### config.mk
export PLATFORM = sky130hd
export DESIGN_NAME = pg_sync_matcher
export DESIGN_NICKNAME = d
export VERILOG_FILES = /design/src/rtl/pg_pkg.sv /design/src/rtl/pg_front.sv /design/src/rtl/pg_id_match.sv /design/src/rtl/pg_serializer.sv /design/src/rtl/pg_sync_matcher.sv
export SDC_FILE = /design/constraint.sdc
export NUM_CORES = 1
export LEC_CHECK = 0
export BUFFER_PORTS_ARGS = -buffer_cell sky130_fd_sc_hd__buf_2
export CAP_MARGIN = 20
export CELL_PAD_IN_SITES_DETAIL_PLACEMENT = 0
export CELL_PAD_IN_SITES_GLOBAL_PLACEMENT = 1
export CORE_ASPECT_RATIO = 1.25
export CORE_MARGIN = 1.5
export CORE_UTILIZATION = 48
export CTS_CLUSTER_SIZE = 12
export DETAILED_ROUTE_END_ITERATION = 8
export GPL_TIMING_DRIVEN = 0
export PLACE_DENSITY = 0.95
export REMOVE_ABC_BUFFERS = 1
export SKIP_CTS_REPAIR_TIMING = 1
export SLEW_MARGIN = 20
export SYNTH_ARGS = -nofsm -noshare
export SYNTH_HDL_FRONTEND = slang
export SYNTH_SLANG_ARGS = --single-unit
### constraint.sdc
create_clock -name clk -period 4.5 [get_ports clk]
set_clock_uncertainty 0.05 [all_clocks]
set_input_delay 0.675 -clock clk [delete_from_list [all_inputs] [get_ports clk]]
set_output_delay 0.675 -clock clk [all_outputs]
set_load 0.03 [all_outputs]
### src/rtl/pg_pkg.sv
package pg_pkg;
    localparam int CW_W    = 32;
    localparam int ID_W    = 18;
    localparam int MSG_W   = 20;
    localparam int FRAMES  = 8;
    localparam int FRAME_W = $clog2(FRAMES);
    localparam int SLOTS   = 2 * FRAMES + 1;
    localparam logic [CW_W-1:0] SYNC_WORD = 32'h7CD215D8;
    localparam logic [CW_W-1:0] IDLE_WORD = 32'h7A89C197;

    typedef enum logic [1:0] {ST_HUNT, ST_SEARCH, ST_MESSAGE} lock_state_e;
    typedef enum logic [1:0] {SER_IDLE, SER_STROBE, SER_DRIVE} ser_state_e;
endpackage

### src/rtl/pg_front.sv
module pg_front
    import pg_pkg::*;
(
    input  logic            clk,
    input  logic            rst_n,
    input  logic            bit_in,
    input  logic            bit_vld,
    input  logic            invert,
    output logic [CW_W-1:0] word_now
);
    logic [CW_W-1:0] hist;
    logic            cond_bit;

    assign cond_bit = bit_in ^ invert;
    assign word_now = {hist[CW_W-2:0], cond_bit};

    always_ff @(posedge clk or negedge rst_n) begin
        if (!rst_n)       hist <= '0;
        else if (bit_vld) hist <= word_now;
    end
endmodule

### src/rtl/pg_id_match.sv
module pg_id_match #(
    parameter int N_IDS   = 4,
    parameter int ID_W    = 18,
    parameter int FRAME_W = 3,
    parameter int CODE_W  = $clog2(N_IDS)
) (
    input  logic [N_IDS*ID_W-1:0]         ids,
    input  logic [(N_IDS/2)*FRAME_W-1:0]  frames,
    input  logic [FRAME_W-1:0]            cur_frame,
    input  logic [ID_W-1:0]               addr,
    output logic                          hit,
    output logic [CODE_W-1:0]             code
);
    logic [N_IDS-1:0] eq;

    for (genvar i = 0; i < N_IDS; i++) begin : g_cmp
        assign eq[i] = (ids[i*ID_W +: ID_W] == addr) &&
                       (frames[(i/2)*FRAME_W +: FRAME_W] == cur_frame);
    end

    always_comb begin
        hit  = |eq;
        code = '0;
        for (int i = 0; i < N_IDS; i++)
            if (eq[i]) code = CODE_W'(i);       // highest index wins
    end
endmodule

### src/rtl/pg_serializer.sv
module pg_serializer
    import pg_pkg::*;
#(
    parameter int DATA_W = 20,
    parameter int LEN_W  = $clog2(DATA_W + 1)
) (
    input  logic              clk,
    input  logic              rst_n,
    input  logic              load,
    input  logic [DATA_W-1:0] data,
    input  logic [LEN_W-1:0]  len,
    output logic              dout,
    output logic              dstrobe
);
    ser_state_e        st, st_nx;
    logic [DATA_W-1:0] sh;
    logic [LEN_W-1:0]  rem;

    always_comb begin
        st_nx = st;
        unique case (st)
            SER_IDLE:   st_nx = SER_IDLE;
            SER_STROBE: st_nx = SER_DRIVE;
            SER_DRIVE:  st_nx = (rem == '0) ? SER_IDLE : SER_STROBE;
            default:    st_nx = SER_IDLE;
        endcase
        if (load) st_nx = SER_STROBE;
    end

    always_ff @(posedge clk or negedge rst_n) begin
        if (!rst_n) st <= SER_IDLE;
        else        st <= st_nx;
    end

    always_ff @(posedge clk or negedge rst_n) begin
        if (!rst_n) begin
            sh   <= '0;
            rem  <= '0;
            dout <= 1'b0;
        end else if (load) begin
            sh  <= data;
            rem <= len;
        end else if (st == SER_STROBE) begin
            dout <= sh[DATA_W-1];
            sh   <= sh << 1;
            rem  <= rem - 1'b1;
        end
    end

    assign dstrobe = (st == SER_STROBE);

    AST_DOUT_HOLD: assert property (@(posedge clk) disable iff (!rst_n)
        !dstrobe |=> $stable(dout));
    AST_STROBE_SINGLE: assert property (@(posedge clk) disable iff (!rst_n)
        dstrobe |=> !dstrobe);
endmodule

### src/rtl/pg_sync_matcher.sv
module pg_sync_matcher
    import pg_pkg::*;
#(
    parameter int NO_SYNC_BATCHES = 60
) (
    input  logic              clk,
    input  logic              rst_n,
    input  logic              bit_in,
    input  logic              bit_vld,
    input  logic              invert,
    input  logic [ID_W-1:0]   id_a1,
    input  logic [ID_W-1:0]   id_a2,
    input  logic [ID_W-1:0]   id_b1,
    input  logic [ID_W-1:0]   id_b2,
    input  logic [FRAME_W-1:0] frame_a,
    input  logic [FRAME_W-1:0] frame_b,
    output logic              data_out,
    output logic              data_strobe,
    output logic              data_valid,
    output logic              rx_en,
    output logic              out_of_range
);
    localparam int BIT_W       = $clog2(CW_W);
    localparam int SLOT_W      = $clog2(SLOTS);
    localparam int N_IDS       = 4;
    localparam int CODE_W      = $clog2(N_IDS);
    localparam int LEN_W       = $clog2(MSG_W + 1);
    localparam int REC_W       = CODE_W + 2;
    localparam int RANGE_LIMIT = NO_SYNC_BATCHES * SLOTS * CW_W;
    localparam int RANGE_W     = $clog2(RANGE_LIMIT + 1);

    lock_state_e          st, st_nx;
    logic [BIT_W-1:0]     bit_cnt;
    logic [SLOT_W-1:0]    slot, slot_m1;
    logic                 miss;
    logic [RANGE_W-1:0]   quiet_cnt;
    logic [CW_W-1:0]      word;
    logic [FRAME_W-1:0]   cur_frame;
    logic                 id_hit;
    logic [CODE_W-1:0]    id_code;
    logic                 cw_done, sync_slot, is_sync, is_msg;
    logic                 hunt_lock, sync_ok, sync_miss, data_cw, addr_hit, sync_seen;
    logic                 ser_load;
    logic [MSG_W-1:0]     ser_data;
    logic [LEN_W-1:0]     ser_len;

    pg_front u_front (
        .clk(clk), .rst_n(rst_n), .bit_in(bit_in), .bit_vld(bit_vld),
        .invert(invert), .word_now(word)
    );

    assign slot_m1   = slot - 1'b1;
    assign cur_frame = FRAME_W'(slot_m1 >> 1);

    pg_id_match #(.N_IDS(N_IDS), .ID_W(ID_W), .FRAME_W(FRAME_W)) u_match (
        .ids({id_b2, id_b1, id_a2, id_a1}),
        .frames({frame_b, frame_a}),
        .cur_frame(cur_frame),
        .addr(word[CW_W-2 -: ID_W]),
        .hit(id_hit),
        .code(id_code)
    );

    assign is_sync   = (word == SYNC_WORD);
    assign is_msg    = word[CW_W-1];
    assign sync_slot = (slot == '0);
    assign cw_done   = bit_vld && (st != ST_HUNT) && (bit_cnt == BIT_W'(CW_W - 1));
    assign hunt_lock = (st == ST_HUNT) && bit_vld && is_sync;
    assign sync_ok   = cw_done && sync_slot && is_sync;
    assign sync_miss = cw_done && sync_slot && !is_sync;
    assign data_cw   = cw_done && !sync_slot;
    assign addr_hit  = data_cw && !is_msg && (word != IDLE_WORD) && id_hit;
    assign sync_seen = hunt_lock || sync_ok;

    // state register
    always_ff @(posedge clk or negedge rst_n) begin
        if (!rst_n) st <= ST_HUNT;
        else        st <= st_nx;
    end

    // transitions
    always_comb begin
        st_nx = st;
        unique case (st)
            ST_HUNT:    if (hunt_lock) st_nx = ST_SEARCH;
            ST_SEARCH:  if (sync_miss && miss) st_nx = ST_HUNT;
                        else if (addr_hit)    st_nx = ST_MESSAGE;
            ST_MESSAGE: if (sync_miss && miss) st_nx = ST_HUNT;
                        else if (data_cw && !is_msg && !addr_hit) st_nx = ST_SEARCH;
            default:    st_nx = ST_HUNT;
        endcase
    end

    // outputs
    always_comb begin
        ser_load   = 1'b0;
        ser_data   = '0;
        ser_len    = '0;
        data_valid = (st == ST_MESSAGE);
        rx_en      = 1'b1;
        unique case (st)
            ST_HUNT: begin
                rx_en = 1'b1;
            end
            ST_SEARCH, ST_MESSAGE: begin
                rx_en = sync_slot || (cur_frame == frame_a) ||
                        (cur_frame == frame_b) || (st == ST_MESSAGE);
                if (addr_hit) begin
                    ser_load = 1'b1;
                    ser_data = {id_code, word[CW_W-2-ID_W -: 2], {(MSG_W-REC_W){1'b0}}};
                    ser_len  = LEN_W'(REC_W);
                end else if ((st == ST_MESSAGE) && data_cw && is_msg) begin
                    ser_load = 1'b1;
                    ser_data = word[CW_W-2 -: MSG_W];
                    ser_len  = LEN_W'(MSG_W);
                end
            end
            default: rx_en = 1'b1;
        endcase
    end

    // slot tracking
    always_ff @(posedge clk or negedge rst_n) begin
        if (!rst_n) begin
            bit_cnt <= '0;
            slot    <= '0;
            miss    <= 1'b0;
        end else if (hunt_lock) begin
            bit_cnt <= '0;
            slot    <= SLOT_W'(1);
            miss    <= 1'b0;
        end else if ((st != ST_HUNT) && bit_vld) begin
            if (cw_done) begin
                bit_cnt <= '0;
                slot    <= (slot == SLOT_W'(SLOTS - 1)) ? '0 : slot + 1'b1;
                if (sync_slot) miss <= !is_sync;
            end else begin
                bit_cnt <= bit_cnt + 1'b1;
            end
        end
    end

    // loss-of-sync timer
    always_ff @(posedge clk or negedge rst_n) begin
        if (!rst_n) begin
            quiet_cnt    <= '0;
            out_of_range <= 1'b0;
        end else if (sync_seen) begin
            quiet_cnt    <= '0;
            out_of_range <= 1'b0;
        end else if (bit_vld && (quiet_cnt != RANGE_W'(RANGE_LIMIT))) begin
            quiet_cnt <= quiet_cnt + 1'b1;
            if (quiet_cnt == RANGE_W'(RANGE_LIMIT - 1)) out_of_range <= 1'b1;
        end
    end

    pg_serializer #(.DATA_W(MSG_W)) u_ser (
        .clk(clk), .rst_n(rst_n), .load(ser_load), .data(ser_data), .len(ser_len),
        .dout(data_out), .dstrobe(data_strobe)
    );

    AST_SLOT_BOUND: assert property (@(posedge clk) disable iff (!rst_n)
        slot <= SLOT_W'(SLOTS - 1));
    AST_IDLE_FREEZE: assert property (@(posedge clk) disable iff (!rst_n)
        !bit_vld |=> ($stable(slot) && $stable(bit_cnt)));
    AST_LOCK_START: assert property (@(posedge clk) disable iff (!rst_n)
        hunt_lock |=> (slot == SLOT_W'(1) && !data_valid));
    AST_RANGE_CLEAR: assert property (@(posedge clk) disable iff (!rst_n)
        sync_seen |=> !out_of_range);
    AST_DOUBLE_MISS: assert property (@(posedge clk) disable iff (!rst_n)
        (sync_miss && miss) |=> (rx_en && !data_valid));
endmodule

* After elaboration in Yosys (flattened, before gate mapping) *
Cells that the tools add are included.

word-level totals
  register bits = 88
  input bits = 83
  output and inout bits = 5
  word-level logic and storage cells = 126

cells by class
  add/sub/neg operators = 5
  equality and inequality tests = 21
  multiplexer cells = 42
  bitwise operators = 2
  reductions and logical operators = 45

operators by type and width
  cell                   number
  $mux 20                5
  $eq 18x18->1           4
  $mux 5                 12
  $eq 32x31->1 const B   1
  $ne 32x31->1 const B   1
  $mux 15                2
  $logic_and 1x1->1      20
  $mux 2                 8
  $add 15x1->15 const B  1
  $eq 15x15->1 const B   1
  $ne 15x15->1 const B   1
  $reduce_bool 2->1      7
  $mux 1                 13
  $eq 3x3->1             4
  $add 5x1->5 const B    2
  $eq 5x5->1 const B     2
  $logic_not 5->1        2
  $pmux 2 s3             1
  $reduce_and 2->1       3
  $reduce_and 3->1       2
  $sub 5x1->5 const B    1
  $eq 2x1->1 const B     2
  $eq 2x2->1 const B     2
  $logic_not 1->1        4
  other kinds (11)       14

* Longest topological paths before layout *
  word-level depth = 12
  gate-level depth with buffers = 11
  gate-level depth less buffers = 10

* Cells and area by module *
From an unflattened synthesis, not the netlist that was laid out.

unflattened totals
  cells, all modules = 534
  area total of the unflattened synthesis = 5496.5 um^2

by module, submodules not included
  module           times used  cells an instance  area an instance (um^2)  seq. area each (um^2)
  pg_sync_matcher  1           230                2102.0                   725.7
  pg_serializer    1           125                1330.0                   700.7
  pg_front         1           67                 1174.9                   775.7
  pg_id_match      1           112                889.6                    0.0

* Least setup slack after synthesis *
No wires, ideal clock.

  path kind = register to output
  from = register slot[0]
  to = output rx_en
  data arrival time = 1.983 ns
  data required time = 3.775 ns
  setup slack = 1.792 ns
  stages on the path, launching flop included = 7
  path buffers = 0
  cells stage by stage = dfrtp_1 > inv_1 > ha_1 > xor2_1 > and3_1 > nor2_1 > or4b_2

between the ends
  word-level cells in the longest chain between the ends = 6
  elaborated cells between the ends (all ways) = 8
  classes of those cells = add/sub: 1; eq/ne: 2; mux: 1; reduce/logical: 4

ends and longest elaborated chain
  element                   line                    text
  start: declaration        pg_sync_matcher.sv:34   logic [SLOT_W-1:0] slot, slot_m1;
  start signal: assignment  pg_sync_matcher.sv:135  slot <= (slot == SLOT_W'(SLOTS - 1)) ? '0 : slot + 1'b1;
  $sub 4x1->4               pg_sync_matcher.sv:52   assign slot_m1 = slot - 1'b1;
  $eq 3x3->1                pg_sync_matcher.sv:106  rx_en = sync_slot || (cur_frame == frame_a) ||
  $logic_or 1x1->1          pg_sync_matcher.sv:106
  $logic_or 1x1->1 *        pg_sync_matcher.sv:106
  $logic_or 1x1->1 *        pg_sync_matcher.sv:107  (cur_frame == frame_b) || (st == ST_MESSAGE);
  $mux 1 *                  pg_sync_matcher.sv:101  unique case (st)
  end: declaration          pg_sync_matcher.sv:20   output logic rx_en,

Every way passes the cells marked *; elsewhere a longest branch is shown, timed or not.

* Worst setup path after layout *
  from = input bit_vld
  to = register u_ser.dout

between the ends
  word-level cells in the longest chain between the ends = 10
  elaborated cells between the ends (all ways) = 13
  classes of those cells = mux: 3; bitwise: 1; reduce/logical: 9

ends and longest elaborated chain
  element                                                    line                                           text
  start: declaration                                         pg_sync_matcher.sv:9                           input logic bit_vld,
  $logic_and 1x1->1 * (2 in series)                          pg_sync_matcher.sv:67                          assign cw_done = bit_vld && (st != ST_HUNT) && (bit_cnt == BIT_W'(CW_W - 1));
  $logic_and 1x1->1 *                                        pg_sync_matcher.sv:71                          assign data_cw = cw_done && !sync_slot;
  $logic_and 1x1->1, on equally long branches (2 in series)  pg_sync_matcher.sv:112, pg_sync_matcher.sv:72
  $mux 1 / $logic_and 1x1->1 (equally long branches)         pg_sync_matcher.sv:112, pg_sync_matcher.sv:72
  $mux 1 *                                                   pg_sync_matcher.sv:108                         if (addr_hit) begin
  $mux 1 *                                                   pg_sync_matcher.sv:101
  $not 1->1 (no source line) *                               --
  $reduce_and 2->1 (no source line) *                        --
  end signal: assignment                                     pg_serializer.sv:44                            dout <= sh[DATA_W-1];
  end: declaration                                           pg_serializer.sv:12                            output logic dout,

Marked as above.
A chain may end at the register's enable or synchronous reset.

==> qor.yml <==
pwr-share-seq_pct: 46.3
wirelength_um: 12100
cp.arrival_ns: 3.88
ys_seq_area_share_pct: 41.8
coreArea_sq_mm: 0.0106
max_slew.worst_pin.slew_ns: 0.895
tns_ns: 0
ys_ff_latch: 88
dieHeight_um: 120
drc: 0
h-tree-depth: 3
fin_ws_ns: 0.801
fmax_mhz: 270
synth_edf_count: 0
wl_per_cell_um: 16.7
clk_path_buf_depth: 2
drtIter0Drc: 255
drtPass1Iterations: 7
nets: 684
synth_flop_cell: "dfrtp_1"
layout-drive-gt1-share_pct: 25.3
hold_path.class: "primary input to async pin"
grt_pass1_wl_um: 20400
endpoint_kind: "flop"
initial_core_util_pct: 49.6
place_area_sq_mm: 0.00574
cts_tree: "yes"
clkSinkCount: 88
switching_share_pct: 37.1
via_per_inst: 5.64
crit_required_ns: 4.68
grt_setup_unrepaired: "no"
combPwrFrac_pct: 27.3
final-hold-violation-count: 0
avgSynthCellArea_sq_um: 10.1
area_growth_pct: 14.8
drv_slew: 0
num_vias: 4092
antenna_found_initial: 1
syn_area_sq_mm: 0.00527
p_total_w: 0.00293
clock_latency_ns: 0.35
clkPwrFrac_pct: 26.4
ys_types: 54
dieArea_sq_mm: 0.0116
r2r_slack_ns: 0.95
p_int_w: 0.00184
power_switching_w: 0.00109
grt_pass1_vias: 4269
die_w_um: 96.7
ys_warn_count: 0
drv_cap: 0
clk_pin_slew_ns: 0.07
fillCellCount: 924
cts_buffers: 9
antennaDiodeCount: 0
period_needed_ns: 3.70
clockRootBuffer: "clkbuf_16"
ant_nets: 0
track_usage_pct: 21.9
grt_max_degree: 58
grt-ovfl-total: 0
status: "finished clean"
portBuffers: 87
ir_drop_mv: 0.264
leakage_nw: 2.94
critical_path_class: "primary input to flop"
row_count: 42
fin_area_sq_mm: 0.00605
power_density_mw_per_mm2: 484
gp_congestion: 0.866
post-route-period-util_pct: 82.2
pre_cts_slack_ns: 0.478
synthCells: 521
ios: 88
cp-start-kind: "primary input"
path_max_fanout: 39
finalSetupViolations: 0
dp_hpwl_um: 8650
maxSlewHeadroom_pct: 40.3
async_flop_share_pct: 100
[metrics by stage]
| step | utilization, % | hold slack, ns | cells |
|---|---|---|---|
| final | 57.0 | 0.227 | 725 |
| after global placement | 53.7 | 0.433 | 707 |
| after floorplan | - | 0.329 | 488 |
| after detailed placement | 54.1 | 0.443 | 709 |
| after CTS | 57.0 | 0.238 | 725 |
| after global routing | 57.0 | 0.260 | 725 |
[per-layer routing]
metal	routed length, um	global-route usage, %	share of wire [%]
met5	13	0	0.11
met4	320	8.33	2.6
met2	6100	38.4	50
met3	636	3.96	5.2
met1	5060	26.9	42
[Yosys cell counts (17+ instances only)]
library cell / count / share of area (%)
xor2_1: 73 / 12
inv_1: 17 / 1.2
mux2_2: 32 / 6.8
nor2_1: 34 / 2.4
o21ai_0: 25 / 2.4
nand2_1: 36 / 2.6
mux2i_1: 19 / 3.6
dfrtp_1: 88 / 42
nor4_1: 19 / 2.3
buf_2: 17 / 1.6
xnor2_1: 26 / 4.3
[power by group through the flow]
stage                     Clock, W  Sequential [W]  Combinational (W)
after floorplan                  0         0.00122           0.000626
after global placement           0         0.00135           0.000761
after detailed placement         0         0.00136           0.000800
after CTS                 0.000783         0.00135           0.000808
after global routing      0.000817         0.00138           0.000900
final                     0.000773         0.00136           0.000799
[registers in the layout, indices dropped and copies added, names as in the netlist]
signal / cells
miss: 1
u_front.hist: 31
st: 2
u_ser.rem: 5
quiet_cnt: 15
out_of_range: 1
u_ser.sh: 20
bit_cnt: 5
u_ser.st: 2
u_ser.dout: 1
slot: 5
[path summary, 6_finish.rpt]
check | start | endpoint | cells past startpoint
max | bit_vld | u_ser.dout | 9
min | rst_n | quiet_cnt[10] | 1
max reg2reg | u_front.hist[12] | u_ser.dout | 8
min reg2reg | bit_cnt[4] | bit_cnt[4] | 1
max in group asynchronous | rst_n | u_ser.sh[10] | 2
min in group clk | bit_cnt[4] | bit_cnt[4] | 1
[area by class of cell]
class                   instances  area, sq um  area share, %
multi-input cells             383         2840           46.9
flip-flops and latches         88         2200           36.4
repair buffers                 89          470           7.78
clock buffers                   9          225           3.72
well taps                     132          165           2.73
clock inverters                 7         83.8           1.39
inverters                      17         63.8           1.05
[cell families (layout without fill, tap and decap cells)]
kind of cell | count (synthesis) | after routing | synth area share [%]
compound gates | 61 | 61 | 7.58
xor+xnor | 99 | 99 | 16.5
fa+ha+maj | 13 | 13 | 3.09
buf+inv | 50 | 122 | 4.46
flops | 88 | 88 | 41.8
mux | 52 | 52 | 10.7
simple gates | 158 | 158 | 16.0
[cells in the final DEF, fill, tap and decap left out, types with 3 or more instances in the layout]
master / n
mux2_2: 32
nor4_1: 18
xor2_1: 73
o22ai_1: 3
o21ai_0: 25
buf_2: 87
mux2i_1: 19
a21oi_1: 12
a22oi_1: 3
nand2_1: 36
nor2b_1: 3
clkbuf_16: 9
and2_1: 3
nand3_1: 13
inv_1: 17
nor3_1: 8
nor2_1: 34
ha_1: 13
xnor2_1: 26
or3_1: 5
nand4_1: 11
and3_1: 6
dfrtp_1: 88
inv_6: 4
[worst max-delay path, cell delays in order]
cell	delay (ns)
buf_2	0.63
nor2b_1	0.37
nand2_1	0.26
or3_1	0.43
nor2_1	0.14
o211a_1	0.24
o31a_1	0.74
nor2_2	0.07
mux2_2	0.29
Power figures use the tool's default switching activity.
